## src/rtl/ts_bridge_pkg.sv

```systemverilog
package ts_bridge_pkg;

    localparam int unsigned DEF_CH     = 2;
    localparam int unsigned DEF_CMD_W  = 8;
    localparam int unsigned DEF_TEMP_W = 9;
    localparam int unsigned DEF_CFG_W  = 8;
    localparam int unsigned DEF_WORD_W = 9;
    localparam int unsigned DEF_BUS_W  = 8;

    typedef enum logic [1:0] {
        REG_CTRL = 2'd0,
        REG_DWR  = 2'd1,
        REG_DRD  = 2'd2,
        REG_NONE = 2'd3
    } reg_sel_e;

    typedef enum logic [1:0] {
        SRC_NONE = 2'd0,
        SRC_TEMP = 2'd1,
        SRC_CFG  = 2'd2
    } rd_src_e;

    localparam logic [7:0] CTL_RESET  = 8'hA5;
    localparam logic [7:0] CTL_CLK_LO = 8'h3C;
    localparam logic [7:0] CTL_CLK_HI = 8'hC3;
    localparam logic [7:0] DW_HIGH    = 8'h01;
    localparam logic [7:0] DW_ENRD    = 8'hE7;
    localparam logic [7:0] CMD_CONV   = 8'hEE;
    localparam logic [7:0] CMD_RDTEMP = 8'hAA;
    localparam logic [7:0] CMD_RDCFG  = 8'hAC;

endpackage

```

## src/rtl/ts_sensor_bank.sv

```systemverilog
module ts_sensor_bank
    import ts_bridge_pkg::*;
#(
    parameter int unsigned NUM_CH     = DEF_CH,
    parameter int unsigned TEMP_W     = DEF_TEMP_W,
    parameter int unsigned CFG_W      = DEF_CFG_W,
    parameter int unsigned TEMP_RESET = 44,
    parameter int unsigned CFG_RESET  = 2,
    localparam int unsigned CH_IDX_W  = (NUM_CH > 1) ? $clog2(NUM_CH) : 1
) (
    input  logic                             clk,
    input  logic                             rst,
    input  logic                             ld_en,
    input  logic [CH_IDX_W-1:0]              ld_chan,
    input  logic [TEMP_W-1:0]                ld_temp,
    input  logic [CFG_W-1:0]                 ld_cfg,
    output logic [NUM_CH-1:0][TEMP_W-1:0]    temp_q,
    output logic [NUM_CH-1:0][CFG_W-1:0]     cfg_q
);

    typedef struct packed {
        logic [TEMP_W-1:0] temp;
        logic [CFG_W-1:0]  cfg;
    } chan_t;

    for (genvar g = 0; g < NUM_CH; g++) begin : g_chan
        chan_t ch_d, ch_q;

        always_comb begin
            ch_d = ch_q;
            if (ld_en && (ld_chan == CH_IDX_W'(g))) begin
                ch_d.temp = ld_temp;
                ch_d.cfg  = ld_cfg;
            end
        end

        always_ff @(posedge clk) begin
            if (rst) begin
                ch_q.temp <= TEMP_W'(TEMP_RESET);
                ch_q.cfg  <= CFG_W'(CFG_RESET);
            end else begin
                ch_q <= ch_d;
            end
        end

        assign temp_q[g] = ch_q.temp;
        assign cfg_q[g]  = ch_q.cfg;
    end

endmodule

```

## src/rtl/ts_lane_mux.sv

```systemverilog
module ts_lane_mux
    import ts_bridge_pkg::*;
#(
    parameter int unsigned NUM_CH = DEF_CH,
    parameter int unsigned TEMP_W = DEF_TEMP_W,
    parameter int unsigned CFG_W  = DEF_CFG_W,
    parameter int unsigned POS_W  = 4
) (
    input  rd_src_e                          src,
    input  logic [POS_W-1:0]                 pos,
    input  logic [NUM_CH-1:0][TEMP_W-1:0]    temp_q,
    input  logic [NUM_CH-1:0][CFG_W-1:0]     cfg_q,
    output logic [NUM_CH-1:0]                lanes
);

    for (genvar g = 0; g < NUM_CH; g++) begin : g_lane
        logic [TEMP_W-1:0] temp_sh;
        logic [CFG_W-1:0]  cfg_sh;

        always_comb begin
            temp_sh = temp_q[g] >> pos;
            cfg_sh  = cfg_q[g] >> pos;
            unique case (src)
                SRC_TEMP: lanes[g] = temp_sh[0];
                SRC_CFG:  lanes[g] = cfg_sh[0];
                default:  lanes[g] = 1'b0;
            endcase
        end
    end

endmodule

```

## src/rtl/ts_bridge_engine.sv

```systemverilog
module ts_bridge_engine
    import ts_bridge_pkg::*;
#(
    parameter int unsigned CMD_W  = DEF_CMD_W,
    parameter int unsigned TEMP_W = DEF_TEMP_W,
    parameter int unsigned CFG_W  = DEF_CFG_W,
    parameter int unsigned WORD_W = DEF_WORD_W,
    parameter int unsigned BUS_W  = DEF_BUS_W,
    parameter logic [CMD_W-1:0] C_CONV   = CMD_W'(CMD_CONV),
    parameter logic [CMD_W-1:0] C_RDTEMP = CMD_W'(CMD_RDTEMP),
    parameter logic [CMD_W-1:0] C_RDCFG  = CMD_W'(CMD_RDCFG),
    localparam int unsigned MAX_W = (TEMP_W > CFG_W) ?
                                    ((TEMP_W > WORD_W) ? TEMP_W : WORD_W) :
                                    ((CFG_W > WORD_W) ? CFG_W : WORD_W),
    localparam int unsigned POS_W = $clog2(MAX_W + 1),
    localparam int unsigned CP_W  = $clog2(CMD_W + 1)
) (
    input  logic              clk,
    input  logic              rst,
    input  logic              host_wr,
    input  logic              host_rd,
    input  logic [1:0]        host_addr,
    input  logic [BUS_W-1:0]  host_wdata,
    output rd_src_e           rd_src,
    output logic [POS_W-1:0]  pos,
    output logic [WORD_W-1:0] host_word,
    output logic              unk_cmd,
    output logic              clk_low
);

    localparam logic [CP_W-1:0]  CMD_DONE = CP_W'(CMD_W);
    localparam logic [POS_W:0]   TEMP_LIM = (POS_W+1)'(TEMP_W);
    localparam logic [POS_W:0]   CFG_LIM  = (POS_W+1)'(CFG_W);
    localparam logic [POS_W-1:0] WORD_LIM = POS_W'(WORD_W);

    typedef struct packed {
        logic              clk_low;
        logic [CMD_W-1:0]  cmd;
        logic [CP_W-1:0]   cmd_pos;
        logic [WORD_W-1:0] word;
        logic [POS_W-1:0]  pos;
        logic              unk;
    } eng_t;

    eng_t st_d, st_q;

    logic             cmd_done;
    logic [POS_W:0]   pos_inc;
    logic [POS_W-1:0] pos_sat;
    logic [CP_W-1:0]  cpos_inc;
    rd_src_e          src_w;

    always_comb begin
        cmd_done = (st_q.cmd_pos == CMD_DONE);
        pos_inc  = {1'b0, st_q.pos} + 1'b1;
        pos_sat  = (&st_q.pos) ? st_q.pos : pos_inc[POS_W-1:0];
        cpos_inc = st_q.cmd_pos + 1'b1;

        if (cmd_done && st_q.cmd == C_RDTEMP)     src_w = SRC_TEMP;
        else if (cmd_done && st_q.cmd == C_RDCFG) src_w = SRC_CFG;
        else                                      src_w = SRC_NONE;

        st_d = st_q;

        if (host_wr) begin
            unique case (reg_sel_e'(host_addr))
                REG_CTRL: begin
                    if (host_wdata == BUS_W'(CTL_RESET)) begin
                        st_d.cmd     = '0;
                        st_d.cmd_pos = '0;
                        st_d.word    = '0;
                        st_d.pos     = '0;
                    end else if (host_wdata == BUS_W'(CTL_CLK_LO)) begin
                        st_d.clk_low = 1'b1;
                    end else if (host_wdata == BUS_W'(CTL_CLK_HI)) begin
                        st_d.clk_low = 1'b0;
                    end
                end
                REG_DWR: begin
                    if (host_wdata == BUS_W'(DW_ENRD)) begin
                        st_d.pos = '0;
                    end else if (st_q.clk_low) begin
                        if (!cmd_done) begin
                            if (host_wdata == BUS_W'(DW_HIGH))
                                st_d.cmd = st_q.cmd | (CMD_W'(1) << st_q.cmd_pos);
                            st_d.cmd_pos = cpos_inc;
                            if (cpos_inc == CMD_DONE && st_d.cmd == C_CONV) begin
                                st_d.cmd     = '0;
                                st_d.cmd_pos = '0;
                                st_d.word    = '0;
                                st_d.pos     = '0;
                            end
                        end else begin
                            if (host_wdata == BUS_W'(DW_HIGH) && st_q.pos < WORD_LIM)
                                st_d.word = st_q.word | (WORD_W'(1) << st_q.pos);
                            st_d.pos = pos_sat;
                        end
                    end
                end
                default: ;
            endcase
        end else if (host_rd && reg_sel_e'(host_addr) == REG_DRD) begin
            if (src_w == SRC_NONE) begin
                st_d.unk = 1'b1;
            end else begin
                st_d.pos = pos_sat;
                if ((src_w == SRC_TEMP && pos_inc >= TEMP_LIM) ||
                    (src_w == SRC_CFG  && pos_inc >= CFG_LIM)) begin
                    st_d.cmd     = '0;
                    st_d.cmd_pos = '0;
                    st_d.word    = '0;
                    st_d.pos     = '0;
                end
            end
        end
    end

    always_ff @(posedge clk) begin
        if (rst) begin
            st_q <= '0;
        end else begin
            st_q <= st_d;
        end
    end

    assign rd_src    = src_w;
    assign pos       = st_q.pos;
    assign host_word = st_q.word;
    assign unk_cmd   = st_q.unk;
    assign clk_low   = st_q.clk_low;

endmodule

```

## src/rtl/ts_bridge.sv

```systemverilog
module ts_bridge
    import ts_bridge_pkg::*;
#(
    parameter int unsigned NUM_CH     = DEF_CH,
    parameter int unsigned CMD_W      = DEF_CMD_W,
    parameter int unsigned TEMP_W     = DEF_TEMP_W,
    parameter int unsigned CFG_W      = DEF_CFG_W,
    parameter int unsigned WORD_W     = DEF_WORD_W,
    parameter int unsigned BUS_W      = DEF_BUS_W,
    parameter int unsigned TEMP_RESET = 44,
    parameter int unsigned CFG_RESET  = 2,
    localparam int unsigned CH_IDX_W  = (NUM_CH > 1) ? $clog2(NUM_CH) : 1,
    localparam int unsigned MAX_W = (TEMP_W > CFG_W) ?
                                    ((TEMP_W > WORD_W) ? TEMP_W : WORD_W) :
                                    ((CFG_W > WORD_W) ? CFG_W : WORD_W),
    localparam int unsigned POS_W = $clog2(MAX_W + 1)
) (
    input  logic                clk,
    input  logic                rst,
    input  logic                host_wr,
    input  logic                host_rd,
    input  logic [1:0]          host_addr,
    input  logic [BUS_W-1:0]    host_wdata,
    output logic [BUS_W-1:0]    host_rdata,
    input  logic                ld_en,
    input  logic [CH_IDX_W-1:0] ld_chan,
    input  logic [TEMP_W-1:0]   ld_temp,
    input  logic [CFG_W-1:0]    ld_cfg,
    output logic [WORD_W-1:0]   host_word,
    output logic                unk_cmd
);

    logic [NUM_CH-1:0][TEMP_W-1:0] temp_q;
    logic [NUM_CH-1:0][CFG_W-1:0]  cfg_q;
    logic [NUM_CH-1:0]             lanes;
    logic [POS_W-1:0]              pos;
    rd_src_e                       rd_src;
    logic                          clk_low;

    ts_sensor_bank #(
        .NUM_CH(NUM_CH), .TEMP_W(TEMP_W), .CFG_W(CFG_W),
        .TEMP_RESET(TEMP_RESET), .CFG_RESET(CFG_RESET)
    ) u_bank (
        .clk(clk), .rst(rst), .ld_en(ld_en), .ld_chan(ld_chan),
        .ld_temp(ld_temp), .ld_cfg(ld_cfg),
        .temp_q(temp_q), .cfg_q(cfg_q)
    );

    ts_bridge_engine #(
        .CMD_W(CMD_W), .TEMP_W(TEMP_W), .CFG_W(CFG_W),
        .WORD_W(WORD_W), .BUS_W(BUS_W)
    ) u_eng (
        .clk(clk), .rst(rst), .host_wr(host_wr), .host_rd(host_rd),
        .host_addr(host_addr), .host_wdata(host_wdata),
        .rd_src(rd_src), .pos(pos), .host_word(host_word),
        .unk_cmd(unk_cmd), .clk_low(clk_low)
    );

    ts_lane_mux #(
        .NUM_CH(NUM_CH), .TEMP_W(TEMP_W), .CFG_W(CFG_W), .POS_W(POS_W)
    ) u_mux (
        .src(rd_src), .pos(pos), .temp_q(temp_q), .cfg_q(cfg_q), .lanes(lanes)
    );

    always_comb begin
        host_rdata = '0;
        if (host_rd && !host_wr && reg_sel_e'(host_addr) == REG_DRD)
            host_rdata[NUM_CH-1:0] = lanes;
    end

endmodule

```

## config.mk

```make
export PLATFORM = sky130hd
export DESIGN_NAME = ts_bridge
export DESIGN_NICKNAME = d
export VERILOG_FILES = /design/src/rtl/ts_bridge_pkg.sv /design/src/rtl/ts_sensor_bank.sv /design/src/rtl/ts_lane_mux.sv /design/src/rtl/ts_bridge_engine.sv /design/src/rtl/ts_bridge.sv
export SDC_FILE = /design/constraint.sdc
export NUM_CORES = 1
export LEC_CHECK = 0
export ABC_AREA = 0
export CAP_MARGIN = 15
export CORE_MARGIN = 1.5
export CORE_UTILIZATION = 56
export CTS_BUF_LIST = sky130_fd_sc_hd__clkbuf_4
export DETAILED_ROUTE_END_ITERATION = 8
export PLACE_DENSITY = 0.82
export RECOVER_POWER = 25
export SYNTH_ARGS = -nofsm -noshare
export SYNTH_HDL_FRONTEND = slang
export SYNTH_SLANG_ARGS = --single-unit
export TNS_END_PERCENT = 1
```

## constraint.sdc

```tcl
create_clock -name clk -period 3.62 [get_ports clk]
set_input_delay 0.724 -clock clk [delete_from_list [all_inputs] [get_ports clk]]
set_output_delay 0.724 -clock clk [all_outputs]
set_load 0.02 [all_outputs]
```

==> results.sh <==
export IMPL_grtUsageTotal=0.256
export IMPL_drc=0
export IMPL_die_h_microns=81.1
export IMPL_start_util=0.580
export IMPL_regArea_sq_mm=0.00122
export IMPL_multiInputGateArea_sq_mm=0.00199
export IMPL_syn_avg_cell_area_sq_um=8.55
export IMPL_grt_pass1_wl_microns=12700
export IMPL_wl_per_cell_microns=15.5
export IMPL_vias=3031
export IMPL_first_iter_violations=218
export IMPL_ys_warn_count=0
export IMPL_vdd_drop_max_uv=229
export IMPL_dieArea_sq_mm=0.00657
export IMPL_clk_path_buf_depth=2
export IMPL_core_area_sq_mm=0.00589
export IMPL_final_cells=513
export IMPL_power_switching_w=0.000355
export IMPL_clkPwrFrac=0.316
export IMPL_switching_share=0.283
export IMPL_max_freq_ghz=0.289
export IMPL_seqPwrFrac=0.564
export IMPL_tightest_slew_ns=0.959
export IMPL_crit_family="simple AND/OR/NAND/NOR gates"
export IMPL_fin_crit_ns=3.46
export IMPL_syn_inst=399
export IMPL_hold_viol=0
export IMPL_dp_cells=495
export IMPL_synth_seq_cells=61
export IMPL_dp_hpwl_microns=5790
export IMPL_port_buffers=44
export IMPL_placed_area_sq_mm=0.00381
export IMPL_critPathSlowestCell="dfxtp_1"
export IMPL_power_share_combinational=0.120
export IMPL_n_antenna_cell=0
export IMPL_worstPathRequired_ns=2.90
export IMPL_worstSetupEndpointType="primary output"
export IMPL_path_class="flip-flop to primary output"
export IMPL_htree_levels=3
export IMPL_path_buf_inv=2
export IMPL_power_density_mw_per_mm2=317
export IMPL_stdcell_area_sq_mm=0.00395
export IMPL_async_flop_share=0
export IMPL_io_pins=51
export IMPL_layout_common_cells="nand2_1, dfxtp_1, clkdlybuf4s50_1"
export IMPL_clock_latency_ns=0.41
export IMPL_hp_class="flip-flop to flip-flop"
export IMPL_cp_slowest_stage_delay_ns=0.59
export IMPL_overflow=0
export IMPL_dominantRegCellSynth="dfxtp_1"
export IMPL_antenna_found_initial=0
export IMPL_cap_violations=0
export IMPL_layout_drive_gt1_share=0.100
export IMPL_skew_ns=0.0129
export IMPL_fin_crit_sh=0.955
export IMPL_nets=480
export IMPL_crit_path_max_fanout=7
export IMPL_grt_pass1_vias=2767
export IMPL_cp_start_kind="flip-flop"
export IMPL_dr_pass1_iters=6
export IMPL_ys_seq_area_frac=0.358
export IMPL_finalSetupViolations=0
export IMPL_p_int_w=0.000897
export IMPL_netlist_cell_type_count=59
export IMPL_maxSlewHeadroom=0.360
export IMPL_cts_buffers=9
export IMPL_nFillCells=510
export IMPL_hold_ws_ns=0.460
export IMPL_die_w_microns=81.1
export IMPL_path_cells="nand3b_4 > nor4_4 > buf_4 > mux4_1 > nand3_1 > a41oi_1 > a31oi_1 > nor2_1 > dlygate4sd2_1"
export IMPL_clk_pin_slew_ns=0.11
export IMPL_drt_total_wl_microns=7940
export IMPL_grt_max_degree=49
export IMPL_cts_hold_buffers=0
export IMPL_p_leak_nw=1.47
export IMPL_ant_nets=0
export IMPL_cts_tree="done"
export IMPL_mappedNetlistArea_sq_mm=0.00341
export IMPL_arrival_ns=2.73
export IMPL_gp_congestion=0.821
export IMPL_synth_edff_count=0
export IMPL_vias_per_cell=5.91
export IMPL_area_growth_pct=15.7
export IMPL_numClockSinks=61
export IMPL_num_rows=28
export IMPL_ctsRootBufferMaster="clkbuf_4"
export IMPL_outcome="finished, final reports clean"
export IMPL_mostFrequentLayoutCell="nand2_1"
export IMPL_slew_viol_final=0
==> layout make-up <==
type / count / area share
Timing Repair Buffer: 52 / 0.125
Clock buffer: 9 / 0.0171
Sequential cell: 61 / 0.310
Multi-Input combinational cell: 299 / 0.504
Tap cell: 75 / 0.0238
Clock inverter: 7 / 0.0108
Inverter: 10 / 0.00951
==> cell usage after synthesis, drive strengths merged, types with 7 or more instances <==
| cell type | instances | area, sq um |
|---|---|---|
| a21oi | 36 | 180 |
| a31oi | 13 | 81.3 |
| a41oi | 10 | 87.6 |
| and3 | 8 | 50.1 |
| buf | 22 | 158 |
| clkbuf | 12 | 45.0 |
| dfxtp | 61 | 1220 |
| ha | 14 | 175 |
| inv | 10 | 37.5 |
| mux4 | 8 | 210 |
| nand2 | 81 | 304 |
| nand2b | 7 | 51.3 |
| nand3 | 15 | 75.1 |
| nand3b | 11 | 95.1 |
| nor2 | 30 | 113 |
| nor3 | 9 | 72.6 |
==> power groups by stage <==
stage               Combinational (W)  Sequential, W  Clock (W)
floorplan                   0.0000937       0.000715          0
global placement             0.000145       0.000720          0
detailed placement           0.000149       0.000721          0
CTS                          0.000149       0.000705   0.000405
global route                 0.000164       0.000708   0.000433
finish                       0.000150       0.000706   0.000396
==> cells by family (layout without fill, tap and decap cells) <==
| kind of cell | after synthesis | count (layout) | share of synthesized area |
|---|---|---|---|
| compound gates | 78 | 78 | 0.148 |
| other cells | 1 | 6 | 0.00110 |
| flops | 61 | 61 | 0.358 |
| fa+ha+maj | 14 | 14 | 0.0513 |
| simple gates | 187 | 187 | 0.294 |
| mux | 11 | 11 | 0.0704 |
| buf+inv | 44 | 78 | 0.0704 |
| xor+xnor | 3 | 3 | 0.00770 |
==> final timing paths <==
| check | slack (ns) | from | end | cells past startpoint |
|---|---|---|---|---|
| max | 0.16 | u_eng.st_q[17]$_SDFFE_PP0P_ | host_rdata[1] | 9 |
| min reg2reg | 0.46 | u_bank.cfg_q[2]$_SDFFE_PP0P_ | u_bank.cfg_q[2]$_SDFFE_PP0P_ | 2 |
| min | 0.46 | u_bank.cfg_q[2]$_SDFFE_PP0P_ | u_bank.cfg_q[2]$_SDFFE_PP0P_ | 2 |
| max reg2reg | 0.65 | u_eng.pos[2]$_SDFFE_PP0P_ | u_eng.host_word[2]$_SDFFE_PP0P_ | 10 |
==> worst register-to-register path, cell delays in order (launching register included) <==
cell and delay (ns):
dfxtp_1 0.71, inv_1 0.27, ha_1 0.40, nand2_1 0.08
o31ai_1 0.07, a211oi_1 0.31, nor3_1 0.09, buf_4 0.17
nor3_4 0.38, a21o_4 0.30, nor2_1 0.08
==> registers in the layout (all words and copies together), names as in the netlist <==
name             cells
u_bank.cfg_q        16
u_bank.temp_q       18
u_eng.clk_low        1
u_eng.host_word      9
u_eng.pos            4
u_eng.st_q          12
u_eng.unk_cmd        1
==> through the flow <==
| stage | util | total power (W) | worst slack, ns | TNS, ns |
|---|---|---|---|---|
| floorplan | - | 0.000809 | 0.631 | 0 |
| global placement | 0.647 | 0.000865 | 0.260 | 0 |
| detailed placement | 0.647 | 0.000870 | 0.196 | 0 |
| CTS | 0.666 | 0.00126 | 0.0584 | 0 |
| global route | 0.671 | 0.00131 | -0.0192 | -0.0192 |
| finish | 0.671 | 0.00125 | 0.163 | 0 |
==> layer usage <==
metal	vias to the layer above	global-route usage	wire length (microns)
met5	-	0	0
met4	0	0.133	222
met3	17	0.0427	299
met2	88	0.448	3920
met1	1445	0.300	3500
li1	1481	-	-
==> timing repair <==
action                                  CTS  global route
cloned                                    0             1
endpoints found under the setup margin    2             2
resized for setup                         3             7
endpoints found under the hold margin     0             0
setup buffers                             0             1
Note: power is estimated with default switching activity, not from simulation.
